<file path="config.mk">
export PLATFORM = sky130hd
export DESIGN_NAME = irq_ring_writer
export DESIGN_NICKNAME = d
export VERILOG_FILES = /design/src/rtl/irw_pkg.sv /design/src/rtl/irw_fifo.sv /design/src/rtl/irw_ctrl.sv /design/src/rtl/irw_datapath.sv /design/src/rtl/irq_ring_writer.sv
export SDC_FILE = /design/constraint.sdc
export NUM_CORES = 1
export LEC_CHECK = 0
export CORE_MARGIN = 2
export CORE_UTILIZATION = 55
export CTS_CLUSTER_DIAMETER = 40
export DETAILED_ROUTE_END_ITERATION = 10
export DONT_BUFFER_PORTS = 1
export PLACE_DENSITY = 0.81
export SYNTH_ARGS = -nofsm -noshare
export SYNTH_HDL_FRONTEND = slang
export SYNTH_SLANG_ARGS = --single-unit
</file>
<file path="constraint.sdc">
create_clock -name clk -period 9.35 [get_ports clk]
set_clock_uncertainty 0.15 [all_clocks]
set_input_delay 1.87 -clock clk [delete_from_list [all_inputs] [get_ports clk]]
set_output_delay 1.87 -clock clk [all_outputs]
set_load 0.05 [all_outputs]
</file>
<file path="src/rtl/irw_pkg.sv">
package irw_pkg;
  localparam int REC_DWORDS = 8;
  localparam int REC_BYTES  = REC_DWORDS * 4;
  localparam int BEAT_W     = $clog2(REC_DWORDS);
  localparam int MEM_AW     = 64;
  localparam int REG_AW     = 8;
  localparam int DB_KEEP_W  = 26;
  localparam int DB_EN_BIT  = 28;
  localparam int DB_OUT_W   = DB_KEEP_W + 2;

  localparam logic [31:0] STAMP_LO = 32'h0000_0040;

  // register word offsets
  localparam logic [REG_AW-1:0] OFS_CTRL     = 8'h80;
  localparam logic [REG_AW-1:0] OFS_BASE_LO  = 8'h81;
  localparam logic [REG_AW-1:0] OFS_BASE_HI  = 8'h82;
  localparam logic [REG_AW-1:0] OFS_RPTR     = 8'h83;
  localparam logic [REG_AW-1:0] OFS_WPTR     = 8'h84;
  localparam logic [REG_AW-1:0] OFS_WPA_HI   = 8'h85;
  localparam logic [REG_AW-1:0] OFS_WPA_LO   = 8'h86;
  localparam logic [REG_AW-1:0] OFS_DOORBELL = 8'h87;

  typedef struct packed {
    logic [7:0]  clientId;
    logic [7:0]  sourceId;
    logic [7:0]  ringId;
    logic [31:0] ctxId;
  } irqReq_t;

  // strobes from sequencer to datapath
  typedef struct packed {
    logic load;      // take queue head as current request
    logic beatAdv;   // a record beat was accepted
    logic recDone;   // last record beat accepted
    logic ptrPhase;  // pointer beat is on the bus
    logic finish;    // interrupt pulse cycle
  } seqStrb_t;

  typedef enum logic [1:0] {
    ST_IDLE,
    ST_RECORD,
    ST_POINTER,
    ST_SIGNAL
  } seqState_t;
endpackage

</file>
<file path="src/rtl/irw_fifo.sv">
module irw_fifo #(
  parameter int DEPTH = 4,
  parameter int DW    = 56
) (
  input  logic          clk,
  input  logic          rstN,
  input  logic          push,
  input  logic [DW-1:0] pushData,
  input  logic          pop,
  output logic [DW-1:0] popData,
  output logic          empty,
  output logic          full
);
  localparam int PTR_W = (DEPTH > 1) ? $clog2(DEPTH) : 1;
  localparam int CNT_W = $clog2(DEPTH + 1);

  logic [DW-1:0]    store [DEPTH];
  logic [PTR_W-1:0] wrPtr;
  logic [PTR_W-1:0] rdPtr;
  logic [CNT_W-1:0] count;

  function automatic logic [PTR_W-1:0] bump(input logic [PTR_W-1:0] p);
    return (p == PTR_W'(DEPTH - 1)) ? '0 : p + 1'b1;
  endfunction

  assign empty   = (count == '0);
  assign full    = (count == CNT_W'(DEPTH));
  assign popData = store[rdPtr];

  always_ff @(posedge clk) begin
    if (push) store[wrPtr] <= pushData;
  end

  always_ff @(posedge clk) begin
    if (!rstN) begin
      wrPtr <= '0;
      rdPtr <= '0;
      count <= '0;
    end else begin
      if (push) wrPtr <= bump(wrPtr);
      if (pop)  rdPtr <= bump(rdPtr);
      case ({push, pop})
        2'b10:   count <= count + 1'b1;
        2'b01:   count <= count - 1'b1;
        default: count <= count;
      endcase
    end
  end

  assert_no_overflow_R8: assert property (@(posedge clk) disable iff (!rstN)
    push |-> (!full || pop));
  assert_no_underflow_R8: assert property (@(posedge clk) disable iff (!rstN)
    pop |-> !empty);
  assert_count_bound_R8: assert property (@(posedge clk) disable iff (!rstN)
    count <= CNT_W'(DEPTH));
endmodule

</file>
<file path="src/rtl/irw_ctrl.sv">
module irw_ctrl
  import irw_pkg::*;
(
  input  logic     clk,
  input  logic     rstN,
  input  logic     qEmpty,
  input  logic     lastBeat,
  input  logic     memReady,
  output seqStrb_t strb,
  output logic     memValid,
  output logic     hostIrq,
  output logic     holdWptr
);
  seqState_t state;
  seqState_t stateNxt;

  always_comb begin
    stateNxt = state;
    strb     = '0;
    memValid = 1'b0;
    hostIrq  = 1'b0;
    unique case (state)
      ST_IDLE: begin
        if (!qEmpty) begin
          strb.load = 1'b1;
          stateNxt  = ST_RECORD;
        end
      end
      ST_RECORD: begin
        memValid = 1'b1;
        if (memReady) begin
          strb.beatAdv = 1'b1;
          if (lastBeat) begin
            strb.recDone = 1'b1;
            stateNxt     = ST_POINTER;
          end
        end
      end
      ST_POINTER: begin
        memValid      = 1'b1;
        strb.ptrPhase = 1'b1;
        if (memReady) stateNxt = ST_SIGNAL;
      end
      ST_SIGNAL: begin
        hostIrq     = 1'b1;
        strb.finish = 1'b1;
        stateNxt    = ST_IDLE;
      end
      default: stateNxt = ST_IDLE;
    endcase
  end

  // offset writes are deferred while a record or pointer write is in flight
  assign holdWptr = (state == ST_RECORD) || (state == ST_POINTER);

  always_ff @(posedge clk) begin
    if (!rstN) state <= ST_IDLE;
    else       state <= stateNxt;
  end

  assert_irq_pulse_R5: assert property (@(posedge clk) disable iff (!rstN)
    hostIrq |=> !hostIrq);
  assert_irq_after_ptr_R5: assert property (@(posedge clk) disable iff (!rstN)
    $rose(hostIrq) |-> $past(memValid && memReady && strb.ptrPhase));
  assert_valid_held_R11: assert property (@(posedge clk) disable iff (!rstN)
    (memValid && !memReady) |=> memValid);
endmodule

</file>
<file path="src/rtl/irw_datapath.sv">
module irw_datapath
  import irw_pkg::*;
#(
  parameter int RING_BYTES = 256
) (
  input  logic                clk,
  input  logic                rstN,
  input  logic                regWrEn,
  input  logic [REG_AW-1:0]   regAddr,
  input  logic [31:0]         regWrData,
  input  seqStrb_t            strb,
  input  logic                holdWptr,
  input  irqReq_t             head,
  output logic [MEM_AW-1:0]   memAddr,
  output logic [31:0]         memData,
  output logic                lastBeat,
  output logic                dbEnStrobe,
  output logic [DB_OUT_W-1:0] dbOffset
);
  logic [31:0]          baseLo, baseHi, wpaLo, wpaHi;
  logic [31:0]          wrOff, pendVal, nextOff;
  logic                 pendValid;
  logic [DB_KEEP_W-1:0] dbReg;
  logic                 dbStb;
  irqReq_t              cur;
  logic [BEAT_W-1:0]    beat;
  logic [31:0]          recWords [REC_DWORDS];
  logic [32:0]          offSum;
  logic                 selBaseLo, selBaseHi, selWptr, selWpaHi, selWpaLo, selDb;

  // register decode; control and read pointer are accepted and dropped
  always_comb begin
    {selBaseLo, selBaseHi, selWptr, selWpaHi, selWpaLo, selDb} = '0;
    if (regWrEn) begin
      unique case (regAddr)
        OFS_BASE_LO:      selBaseLo = 1'b1;
        OFS_BASE_HI:      selBaseHi = 1'b1;
        OFS_WPTR:         selWptr   = 1'b1;
        OFS_WPA_HI:       selWpaHi  = 1'b1;
        OFS_WPA_LO:       selWpaLo  = 1'b1;
        OFS_DOORBELL:     selDb     = 1'b1;
        OFS_CTRL, OFS_RPTR: ;
        default: ;
      endcase
    end
  end

  always_ff @(posedge clk) begin
    if (!rstN) begin
      baseLo <= '0;
      baseHi <= '0;
      wpaLo  <= '0;
      wpaHi  <= '0;
      dbReg  <= '0;
      dbStb  <= 1'b0;
    end else begin
      if (selBaseLo) baseLo <= regWrData << 8;
      if (selBaseHi) baseHi <= regWrData;
      if (selWpaLo)  wpaLo  <= regWrData;
      if (selWpaHi)  wpaHi  <= regWrData;
      if (selDb)     dbReg  <= regWrData[DB_KEEP_W-1:0];
      dbStb <= selDb && regWrData[DB_EN_BIT];
    end
  end

  assign dbEnStrobe = dbStb;
  assign dbOffset   = {dbReg, 2'b00};

  // write offset with wrap and deferred host update
  assign offSum  = {1'b0, wrOff} + 33'(REC_BYTES);
  assign nextOff = (offSum >= 33'(RING_BYTES)) ? '0 : offSum[31:0];

  always_ff @(posedge clk) begin
    if (!rstN) begin
      wrOff     <= '0;
      pendValid <= 1'b0;
      pendVal   <= '0;
    end else begin
      if (strb.recDone) wrOff <= nextOff;
      if (selWptr && !holdWptr)          wrOff <= regWrData;
      else if (strb.finish && pendValid) wrOff <= pendVal;

      if (selWptr && holdWptr) begin
        pendValid <= 1'b1;
        pendVal   <= regWrData;
      end else if (strb.finish) begin
        pendValid <= 1'b0;
      end
    end
  end

  // current request and beat index
  always_ff @(posedge clk) begin
    if (!rstN) begin
      cur  <= '0;
      beat <= '0;
    end else begin
      if (strb.load) begin
        cur  <= head;
        beat <= '0;
      end else if (strb.beatAdv) begin
        beat <= beat + 1'b1;
      end
    end
  end

  assign lastBeat = (beat == BEAT_W'(REC_DWORDS - 1));

  // record image; VM id, VM id type and reserved bits are zero
  always_comb begin
    for (int i = 0; i < REC_DWORDS; i++) recWords[i] = '0;
    recWords[0] = {8'h00, cur.ringId, cur.sourceId, cur.clientId};
    recWords[1] = STAMP_LO;
    recWords[4] = cur.ctxId;
  end

  always_comb begin
    if (strb.ptrPhase) begin
      memAddr = {wpaHi, wpaLo};
      memData = wrOff;
    end else begin
      memAddr = {baseHi, baseLo} + {32'h0, wrOff} + MEM_AW'({beat, 2'b00});
      memData = recWords[beat];
    end
  end

  assert_db_strobe_src_R7: assert property (@(posedge clk) disable iff (!rstN)
    dbEnStrobe |-> $past(regWrEn && regAddr == OFS_DOORBELL && regWrData[DB_EN_BIT]));
  assert_ptr_after_record_R4: assert property (@(posedge clk) disable iff (!rstN)
    $rose(strb.ptrPhase) |-> $past(strb.recDone));
endmodule

</file>
<file path="src/rtl/irq_ring_writer.sv">
module irq_ring_writer
  import irw_pkg::*;
#(
  parameter int QDEPTH     = 4,
  parameter int RING_BYTES = 256
) (
  input  logic                clk,
  input  logic                rstN,
  input  logic                regWrEn,
  input  logic [REG_AW-1:0]   regAddr,
  input  logic [31:0]         regWrData,
  input  logic                reqValid,
  output logic                reqReady,
  input  logic [7:0]          reqClient,
  input  logic [7:0]          reqSource,
  input  logic [7:0]          reqRing,
  input  logic [31:0]         reqCtx,
  output logic                memValid,
  input  logic                memReady,
  output logic [MEM_AW-1:0]   memAddr,
  output logic [31:0]         memData,
  output logic                hostIrq,
  output logic                dbEnStrobe,
  output logic [DB_OUT_W-1:0] dbOffset
);
  localparam int REQ_W = $bits(irqReq_t);

  seqStrb_t strb;
  irqReq_t  inReq, headReq;
  logic     qEmpty, qFull, push, lastBeat, holdWptr;

  assign inReq    = '{clientId: reqClient, sourceId: reqSource, ringId: reqRing, ctxId: reqCtx};
  assign reqReady = !qFull;
  assign push     = reqValid && reqReady;

  irw_fifo #(.DEPTH(QDEPTH), .DW(REQ_W)) u_queue (
    .clk      (clk),
    .rstN     (rstN),
    .push     (push),
    .pushData (inReq),
    .pop      (strb.load),
    .popData  (headReq),
    .empty    (qEmpty),
    .full     (qFull)
  );

  irw_ctrl u_ctrl (
    .clk      (clk),
    .rstN     (rstN),
    .qEmpty   (qEmpty),
    .lastBeat (lastBeat),
    .memReady (memReady),
    .strb     (strb),
    .memValid (memValid),
    .hostIrq  (hostIrq),
    .holdWptr (holdWptr)
  );

  irw_datapath #(.RING_BYTES(RING_BYTES)) u_dp (
    .clk        (clk),
    .rstN       (rstN),
    .regWrEn    (regWrEn),
    .regAddr    (regAddr),
    .regWrData  (regWrData),
    .strb       (strb),
    .holdWptr   (holdWptr),
    .head       (headReq),
    .memAddr    (memAddr),
    .memData    (memData),
    .lastBeat   (lastBeat),
    .dbEnStrobe (dbEnStrobe),
    .dbOffset   (dbOffset)
  );

  assert_data_stable_R11: assert property (@(posedge clk) disable iff (!rstN)
    (memValid && !memReady) |=> (memValid && $stable(memData)));
endmodule

</file>
; Word level (Yosys, flattened, before mapping)
; Memory sizes are Yosys's and may differ from the RTL's. A register that Yosys moved wholly into a read port is not among the register bits.
; Index checks and enable logic that the tools add are counted.
[totals]
word_cells = 104
ff_bits = 224
memories = 1
out_inout_bits = 128
inputBits = 101
ram_bits = 224
[mem_list]
columns = memory, words, width, rd, rd_clocked_by_memory_dff, wr, line
row1 = u_queue.store, 4, 56, 1, 1, 1, irw_fifo.sv:17  ; logic [DW-1:0] store [DEPTH];
[op_classes]
addsub = 8
n_mux = 41
eq_ne = 19
n_lt_le_gt_ge = 2
bitwise = 2
reduce_logical = 17
[ops]
columns = op, count
row1 = 2-to-1 mux 32 bit, 7
row2 = binary-select mux 32 bit (select 3 bit), 1
row3 = adder 64 x 32 -> 64 bit, 1
row4 = adder 64 x 5 -> 64 bit, 1
row5 = 2-to-1 mux 64 bit, 1
row6 = "equality test 8 bit, second input constant", 6
row7 = "adder 32 x 6 -> 33 bit, second input constant", 1
row8 = "greater-or-equal comparator 33 x 9 -> 1 bit, second input constant", 1
row9 = 2-to-1 mux 1 bit, 22
row10 = 2-to-1 mux 2 bit, 8
row11 = "equality test 2 bit, second input constant", 5
row12 = "inequality test 2 bit, second input constant", 4
row13 = case mux 2 bit (4 select lines), 1
row14 = "adder 3 x 1 -> 3 bit, second input constant", 2
row15 = "equality test 3 bit, second input constant", 2
row16 = case mux 3 bit (2 select lines), 1
row17 = logical AND 1 bit, 5
row18 = "adder 2 x 1 -> 2 bit, second input constant", 2
row19 = "equality test 2 x 1 -> 1 bit, second input constant", 2
row20 = "greater-or-equal comparator 4 bit, second input constant", 1
row21 = inverter 3 -> 4 bit, 1
row22 = AND reduction 4 bit, 1
row23 = nonzero test 2 bit, 2
row24 = OR reduction 2 bit, 2
row25 = other kinds (7), 9

; Longest topological paths before layout
; Gate-level depths: netlist (run 1).
[depth]
depth_word = 7
depth_mapped = 12
depth_no_buf = 10

; Hierarchy
; A second synthesis (run 1) with hierarchy kept.
[unflattened]
hier_cells = 2228
hier_area_um2 = 23505.0
[modules_own_cells]
columns = mod, seq_area_each_um2, area_per_inst_um2, instances, cells_per_inst
row1 = irw_datapath, 5425.2, 14724.1, 1, 1866
row2 = irw_fifo, 6906.6, 8579.5, 1, 339
row3 = irw_ctrl, 40.0, 191.4, 1, 21
row4 = irq_ring_writer, 0.0, 10.0, 1, 2

; Least setup slack after synthesis (run 1)
; Ideal clock, no wire load.
[synth_timing]
kind = flip-flop to output port
startpoint = register u_dp.wrOff[2]
endpoint = output memAddr[22]
path_buffers = 0
slack_ns = 3.834
t_arrival_ns = 3.496
t_required_ns = 7.330
path_stages_with_launch = 11
path_cell_list = dfxtp_1 > ha_1 > fa_1 > a21o_1 > a311o_1 > a22o_1 > a21boi_0 > o21ai_0 > a21oi_1 > xor2_1 > o21ai_0
[synth_via]
elab_chain_cells = 3
[synth_rtl]
columns = element, line
row1 = from (decl), irw_datapath.sv:21  ; logic [31:0] wrOff, pendVal, nextOff;
row2 = from (signal assigned), irw_datapath.sv:79  ; if (strb.recDone) wrOff <= nextOff;
row3 = from (signal assigned), irw_datapath.sv:80  ; if (selWptr && !holdWptr) wrOff <= regWrData;
row4 = from (signal assigned), irw_datapath.sv:81  ; else if (strb.finish && pendValid) wrOff <= pendVal;
row5 = adder 64 x 32 -> 64 bit, irw_datapath.sv:122  ; memAddr = {baseHi, baseLo} + {32'h0, wrOff} + MEM_AW'({beat, 2'b00});
row6 = adder 64 x 5 -> 64 bit, irw_datapath.sv:122
row7 = 2-to-1 mux 64 bit, irw_datapath.sv:118  ; if (strb.ptrPhase) begin
row8 = to (decl), irq_ring_writer.sv:20  ; output logic [MEM_AW-1:0] memAddr,
; No other way between the ends.

; Worst setup path after layout (run 1)
[layout_timing]
startpoint = register u_dp.beat[2]
endpoint = output memAddr[48]
[layout_via]
elab_chain_cells = 2
[layout_rtl]
columns = element, line
row1 = from (decl), irw_datapath.sv:26  ; logic [BEAT_W-1:0] beat;
row2 = from (signal assigned), irw_datapath.sv:102  ; beat <= beat + 1'b1;
row3 = adder 64 x 5 -> 64 bit, irw_datapath.sv:122
row4 = 2-to-1 mux 64 bit, irw_datapath.sv:118
; No other way between the ends.

==> impl_metrics.py, run 1 <==
metrics = {
    "run_status": {
        "status": "completed",
    },
    "setup_path": {
        "crit_path_end_kind": "output port",
        "critPathBufInv": 0,
        "cp_max_fo": 28,
        "crit_slowest_cell": "dfxtp_2",
        "cp_top_family": "compound AO/OA/AOI/OAI gates",
        "crit_chain": "ha_1 -> a21o_1 -> a311o_1 -> a22o_1 -> nand3_1 -> a31oi_1 -> o2111ai_1 -> xor2_1 -> o21ai_1",
        "critPathMaxStageDelay_ns": 0.90,
        "required_ns": 7.33,
        "cp-start-kind": "register",
        "critical_path_class": "reg -> out",
        "cp.arrival_ns": 4.77,
    },
    "cts": {
        "clockBufferDepth": 3,
        "hold_buffers": 0,
        "clk_pin_slew_ns": 0.05,
        "clk_latency_ns": 0.59,
        "cts.repair.resized": 0,
        "cts_tree": "done",
        "cts_sinks": 504,
        "post_cts_buffers": 0,
        "cts_made_buffers": 68,
        "cts-root-buf": "clkbuf_16",
        "cts-htree-levels": 3,
    },
    "power": {
        "internal_power_mw": 4.55,
        "power_leakage_nw": 8.80,
        "comb_power_share": 0.189,
        "powerDensity_nw_per_um2": 255,
        "p_sw_frac": 0.308,
        "irDropWorstVdd_mv": 0.255,
        "clkPwrFrac": 0.407,
        "p_sw_mw": 2.03,
        "seqPwrFrac": 0.404,
    },
    "synthesis": {
        "synthMuxAreaShare": 0.0712,
        "synth_area_leaders": "edfxtp_1 (29%), dfxtp_1 (24%), nand2_1 (9.8%), a21boi_0 (7.8%), mux4_2 (5.5%)",
        "synth_ff_type": "dfxtp_1",
        "synth_fa_ha_area_frac": 0.0234,
        "ys_warn_count": 0,
        "yosysTopAreaCell": "edfxtp_1",
        "synth-edff-count": 224,
        "synth_cells": 2230,
        "synth-seq-cells": 504,
        "synth_top_family_by_area": "simple AND/OR/NAND/NOR gates",
        "netlist_area_sq_um": 23100,
        "yosys.area_share.simple": 0.163,
        "synth_cell_type_count": 73,
        "synth.top_cell.area_share": 0.292,
        "postSynth.asyncResetShare": 0,
        "synth-xor-area-share": 0.0232,
        "synth-compound-area-share": 0.155,
        "avgSynthCellArea_sq_um": 10.3,
        "ys_seq_area_frac": 0.535,
    },
    "global_routing": {
        "grt_max_degree": 282,
        "antenna_found_initial": 0,
        "grt_pass1_wl_um": 102000,
        "track_usage": 0.308,
        "gr-total-overflow": 0,
        "grt_pass1_vias": 17000,
    },
    "finish": {
        "final_cell_mix": "nand2_1 (604), dfxtp_1 (277), a21boi_0 (240)",
        "multi_input_area_sq_um": 10100,
        "nets": 2318,
        "mostFrequentLayoutCell": "nand2_1",
        "fillers": 3132,
        "regArea_sq_um": 12300,
        "drive_gt1_frac": 0.106,
        "syn_to_final_growth_pct": 11.7,
    },
    "sta": {
        "fin_crit_sh": 0.727,
        "worst_slew_pin_slew_ns": 1.22,
        "period_needed_ns": 6.79,
        "hold_viol": 0,
        "setup_tns_ns": 0,
        "rsz0062_at_grt": "false",
        "fmax_ghz": 0.147,
        "maxSlewViolCount": 0,
        "slew_headroom": 0.182,
        "finalSetupViolations": 0,
        "hold_slack_ns": 0.309,
    },
    "placed_design": {
        "gp_congestion": 0.967,
        "dp_hpwl_um": 43100,
        "portBuffers": 0,
    },
    "floorplanning": {
        "die_x_um": 209,
        "core_sq_um": 41700,
        "die_y_um": 209,
        "core.rowCount": 75,
        "die-area_sq_um": 43600,
        "pin_count": 229,
        "initial_core_util": 0.554,
    },
    "route": {
        "vias": 17500,
        "vias_per_cell": 6.33,
        "wirelength_um": 67800,
        "antenna_left": 0,
        "wire_per_inst_um": 24.5,
        "dr.first_iter.drc_count": 2118,
        "drc": 0,
        "first_pass_iters": 6,
    },
    "worst_hold_path": {
        "hp-class": "reg -> reg",
    },
    "run": {
        "maxCapViolCount": 0,
    },
}
==> worst register-to-register path: stages (launching register included) <==
cell       delay (ns)
dfxtp_1          0.43
inv_1            0.09
ha_1             0.72
nor3_1           0.19
nor2b_2          0.20
buf_4            0.28
or2_2            0.40
or4_1            0.60
a2111oi_4        0.44
nand2_2          0.20
a31oi_2          0.21
==> cell usage after synthesis (4+ instances only) <==
master	instances
nand2_1	604
dfxtp_1	280
a21boi_0	240
edfxtp_1	224
clkbuf_1	123
o21ai_0	88
and3_1	56
mux4_2	56
a21oi_1	43
ha_1	40
xor2_1	37
nor2b_1	33
nand3_1	32
nor2_1	32
mux2i_1	29
a221oi_1	26
xnor2_1	24
inv_1	19
nor3_1	19
a21o_1	18
a31oi_1	15
buf_1	14
nand4_1	14
a22o_1	10
nand2b_1	9
o2111ai_1	9
o211ai_1	9
and2_1	8
buf_4	8
mux2_2	8
a211o_1	7
nor4_1	7
and4_1	6
buf_2	5
or3_1	5
or4_1	5
nand3b_1	4
nand4b_1	4
o21bai_1	4
o31ai_1	4
or2_2	4
==> metrics by stage <==
step           power (mW)  area [sq um]  std cells  setup WS, ns   util
6_report             6.58         25800       2769          2.56  0.618
5_1_grt              6.78         25800       2768          2.38  0.618
4_1_cts              6.60         25800       2768          2.64  0.618
3_5_place_dp         3.90         23400       2644          3.24  0.562
3_3_place_gp         3.85         23400       2644          3.36  0.562
2_1_floorplan        3.59         23100       2231          3.83      -
==> registers in the layout, summed over array words and instances, names as in the netlist, 24 cells and up <==
register	flops
u_dp.wpaHi	32
u_dp.baseLo	24
u_dp.dbReg	26
u_dp.cur	56
u_queue.store	224
u_dp.baseHi	32
u_dp.wpaLo	32
u_dp.wrOff	32
u_dp.pendVal	32
==> kinds of logic (layout without fill, tap and decap cells) <==
| kind of cell | after synthesis | in the layout |
|---|---|---|
| AOI/OAI and AO/OA | 505 | 505 |
| adders and majority gates | 42 | 42 |
| buffers and inverters | 171 | 169 |
| other | 1 | 3 |
| and+or+nand+nor | 853 | 853 |
| muxes | 93 | 93 |
| xor gates and xnor gates | 61 | 61 |
| DFF | 504 | 504 |
==> final timing paths <==
path	end	from	cells past startpoint	slack, ns
max	memAddr[48]	u_dp.beat[2]$_SDFFE_PP0P_	9	2.56
min	u_dp.wpaLo[19]$_SDFFE_PN0P_	u_dp.wpaLo[19]$_SDFFE_PN0P_	2	0.31
max reg2reg	u_dp.wrOff[3]$_SDFFE_PN0P_	u_ctrl.state[1]$_SDFFE_PN0P_	10	5.37
min reg2reg	u_dp.wpaLo[19]$_SDFFE_PN0P_	u_dp.wpaLo[19]$_SDFFE_PN0P_	2	0.31
==> power by group through the flow <==
stage          logic (mW)  registers [mW]  clock network, mW
2_1_floorplan       0.977            2.62                  0
3_3_place_gp         1.17            2.68                  0
3_5_place_dp         1.21            2.69                  0
4_1_cts              1.24            2.66               2.70
5_1_grt              1.32            2.68               2.78
6_report             1.24            2.66               2.68
==> routing by layer <==
layer	vias to the layer above	wire length, um	track usage
li1	7855	-	-
met1	8477	25800	0.387
met2	985	32100	0.497
met3	199	6620	0.0795
met4	0	3230	0.148
met5	-	0	0
==> area by class of cell <==
type	count	share of cell area
inverter	19	0.00277
multi-input combinational	1556	0.393
antenna	1	0.0000972
clock buffer	80	0.0699
timing repair buffer	26	0.00772
tap	539	0.0262
clock inverter	44	0.0216
sequential	504	0.479
Power figures use the tool's default switching activity.
==> run 2, diff against run 1 <==
--- a/config.mk
+++ b/config.mk
@@ -10,7 +10,7 @@
 export CTS_CLUSTER_DIAMETER = 40
 export DETAILED_ROUTE_END_ITERATION = 10
 export DONT_BUFFER_PORTS = 1
-export PLACE_DENSITY = 0.81
+export PLACE_DENSITY = 0.84
 export SYNTH_ARGS = -nofsm -noshare
 export SYNTH_HDL_FRONTEND = slang
 export SYNTH_SLANG_ARGS = --single-unit
==> constraint.sdc (replaced) <==
create_clock -name clk -period 5.8 [get_ports clk]
set_clock_uncertainty 0.15 [all_clocks]
set_input_delay 1.16 -clock clk [delete_from_list [all_inputs] [get_ports clk]]
set_output_delay 1.16 -clock clk [all_outputs]
set_load 0.05 [all_outputs]
==> run 2 against run 1 <==
Register-to-register slack lost 3.4 ns. Total power grew 56%. Sequential power grew 61%. Hold slack gained 0.0025 ns. Design area grew 0.14%. Sequential share of layout area shrank 0.070 points. Critical endpoint is now memAddr[41]. Highest routed layer unchanged.
==> impl_metrics.py, run 2 (synthesis gave the netlist of run 1 again) <==
metrics = {
    "run_status": {
        "status": "completed",
    },
    "global_routing": {
        "grt_max_degree": 282,
        "grt_pass1_vias": 17300,
        "antenna_found_initial": 0,
        "grt_pass1_wl_um": 103000,
        "track_usage": 0.308,
        "gr-total-overflow": 0,
    },
    "floorplanning": {
        "initial_core_util": 0.554,
        "die-area_sq_um": 43600,
        "die_x_um": 209,
        "core.rowCount": 75,
        "core_sq_um": 41700,
        "pin_count": 229,
        "die_y_um": 209,
    },
    "sta": {
        "worst_slew_pin_slew_ns": 1.30,
        "rsz0062_at_grt": "false",
        "slew_headroom": 0.131,
        "fin_crit_sh": 0.957,
        "hold_viol": 0,
        "finalSetupViolations": 0,
        "maxSlewViolCount": 0,
        "fmax_ghz": 0.180,
        "period_needed_ns": 5.55,
        "setup_tns_ns": 0,
    },
    "placed_design": {
        "portBuffers": 0,
        "dp_hpwl_um": 43200,
        "gp_congestion": 0.945,
        "placed_cell_area_sq_um": 23600,
        "dp.cells": 2677,
    },
    "setup_path": {
        "cp.arrival_ns": 4.24,
        "cp_max_fo": 11,
        "rrSetupSlack_ns": 1.94,
        "r2r-start": "u_ctrl.state[1]$_SDFFE_PN0P_",
        "r2r_cells": 10,
        "crit_path_end_kind": "output port",
        "critical_path_class": "reg -> out",
        "required_ns": 4.49,
        "cp-start-kind": "register",
        "r2r-end": "u_dp.wrOff[3]$_SDFFE_PN0P_",
    },
    "cts": {
        "cts_sinks": 504,
        "cts-root-buf": "clkbuf_16",
        "cts-htree-levels": 2,
        "clk_latency_ns": 0.64,
        "cts.repair.resized": 0,
        "clockBufferDepth": 3,
        "cts_tree": "done",
        "cts_made_buffers": 60,
        "clk_pin_slew_ns": 0.06,
        "hold_buffers": 0,
        "post_cts_buffers": 0,
    },
    "route": {
        "drc": 0,
        "antenna_left": 0,
        "vias": 17700,
        "vias_per_cell": 6.33,
        "dr.first_iter.drc_count": 2040,
        "first_pass_iters": 7,
        "wire_per_inst_um": 24.3,
        "wirelength_um": 67800,
    },
    "power": {
        "p_sw_mw": 3.25,
        "p_sw_frac": 0.316,
        "comb_power_share": 0.196,
        "power_leakage_nw": 8.87,
        "clkPwrFrac": 0.387,
        "powerDensity_nw_per_um2": 398,
        "internal_power_mw": 7.03,
        "irDropWorstVdd_mv": 0.354,
        "seqPwrFrac": 0.416,
    },
    "finish": {
        "mostFrequentLayoutCell": "nand2_1",
        "nets": 2343,
        "regMostFlops": "u_queue.store",
        "largest_reg_flops": 224,
        "final_cell_mix": "nand2_1 (604), dfxtp_1 (278), a21boi_0 (240)",
        "fin_cells": 2790,
        "top_regs": "u_queue.store (224), u_dp.cur (56)",
        "fin_util": 0.619,
        "drive_gt1_frac": 0.115,
        "syn_to_final_growth_pct": 11.8,
        "fin_area_sq_um": 25800,
        "diodes": 0,
    },
    "worst_hold_path": {
        "hold_depth": 2,
        "hold_start": "u_dp.pendVal[30]$_SDFFE_PN0P_",
        "hp-class": "reg -> reg",
        "hold_end": "u_dp.pendVal[30]$_SDFFE_PN0P_",
    },
    "run": {
        "maxCapViolCount": 0,
    },
}
run 2: changes by cell type in the layout (fill, tap and decap cells not counted), moves of 4 or more:
cell and change:
clkinv_2 -4, clkbuf_8 +4, clkbuf_16 -9, inv_8 +4, buf_4 +33
run 2: power groups by stage:
stage | registers [mW] | logic (mW) | clock network, mW
floorplan | 4.22 | 1.58 | 0
global placement | 4.30 | 1.90 | 0
detailed placement | 4.33 | 1.96 | 0
CTS | 4.27 | 2.01 | 4.01
global route | 4.31 | 2.15 | 4.14
finish | 4.28 | 2.02 | 3.98
run 2: metal layers:
layer / up-vias / routed length, um / global-route usage
li1: 7912 / - / -
met1: 8547 / 25000 / 0.386
met2: 978 / 32200 / 0.507
met3: 229 / 7440 / 0.0795
met4: 0 / 3120 / 0.136
met5: - / 0 / 0
run 2: final cells by class:
class	count	area (sq um)
multi-input cells	1556	10100
fillers	3164	15900
flip-flops and latches	504	12300
clock inverters	41	528
inverters	19	71.3
repair buffers	59	447
well taps	539	674
clock buffers	72	1620
run 2: worst max path at each step:
stage	cells after the start	slack [ns]	end	start
final	10	0.25	memAddr[41]	u_dp.wrOff[5]$_SDFFE_PN0P_
after global routing	10	0.09	memAddr[45]	u_dp.wrOff[5]$_SDFFE_PN0P_
after CTS	10	0.28	memAddr[45]	u_dp.wrOff[5]$_SDFFE_PN0P_
after detailed placement	9	0.95	memAddr[61]	u_dp.wrOff[14]$_SDFFE_PN0P_
after global placement	9	1.07	memAddr[49]	u_dp.wrOff[14]$_SDFFE_PN0P_
after floorplan	10	0.99	memAddr[22]	u_dp.wrOff[2]$_SDFFE_PN0P_
run 2: worst max-delay path, cell delays in order, from the launching register on:
cell      delay [ns]
dfxtp_1         0.50
ha_1            0.41
and4_1          0.26
a21oi_2         0.11
o32a_1          0.42
nand2b_1        0.21
nand4_1         0.47
nand2_1         0.27
or4_1           0.53
a31oi_1         0.19
buf_4           0.23
run 2: stage by stage:
stage	hold slack, ns	setup slack [ns]	total power, mW
2_1_floorplan	0.286	0.994	5.79
3_3_place_gp	0.293	1.07	6.21
3_5_place_dp	0.303	0.950	6.30
4_1_cts	0.311	0.284	10.3
5_1_grt	0.328	0.0946	10.6
6_report	0.311	0.251	10.3
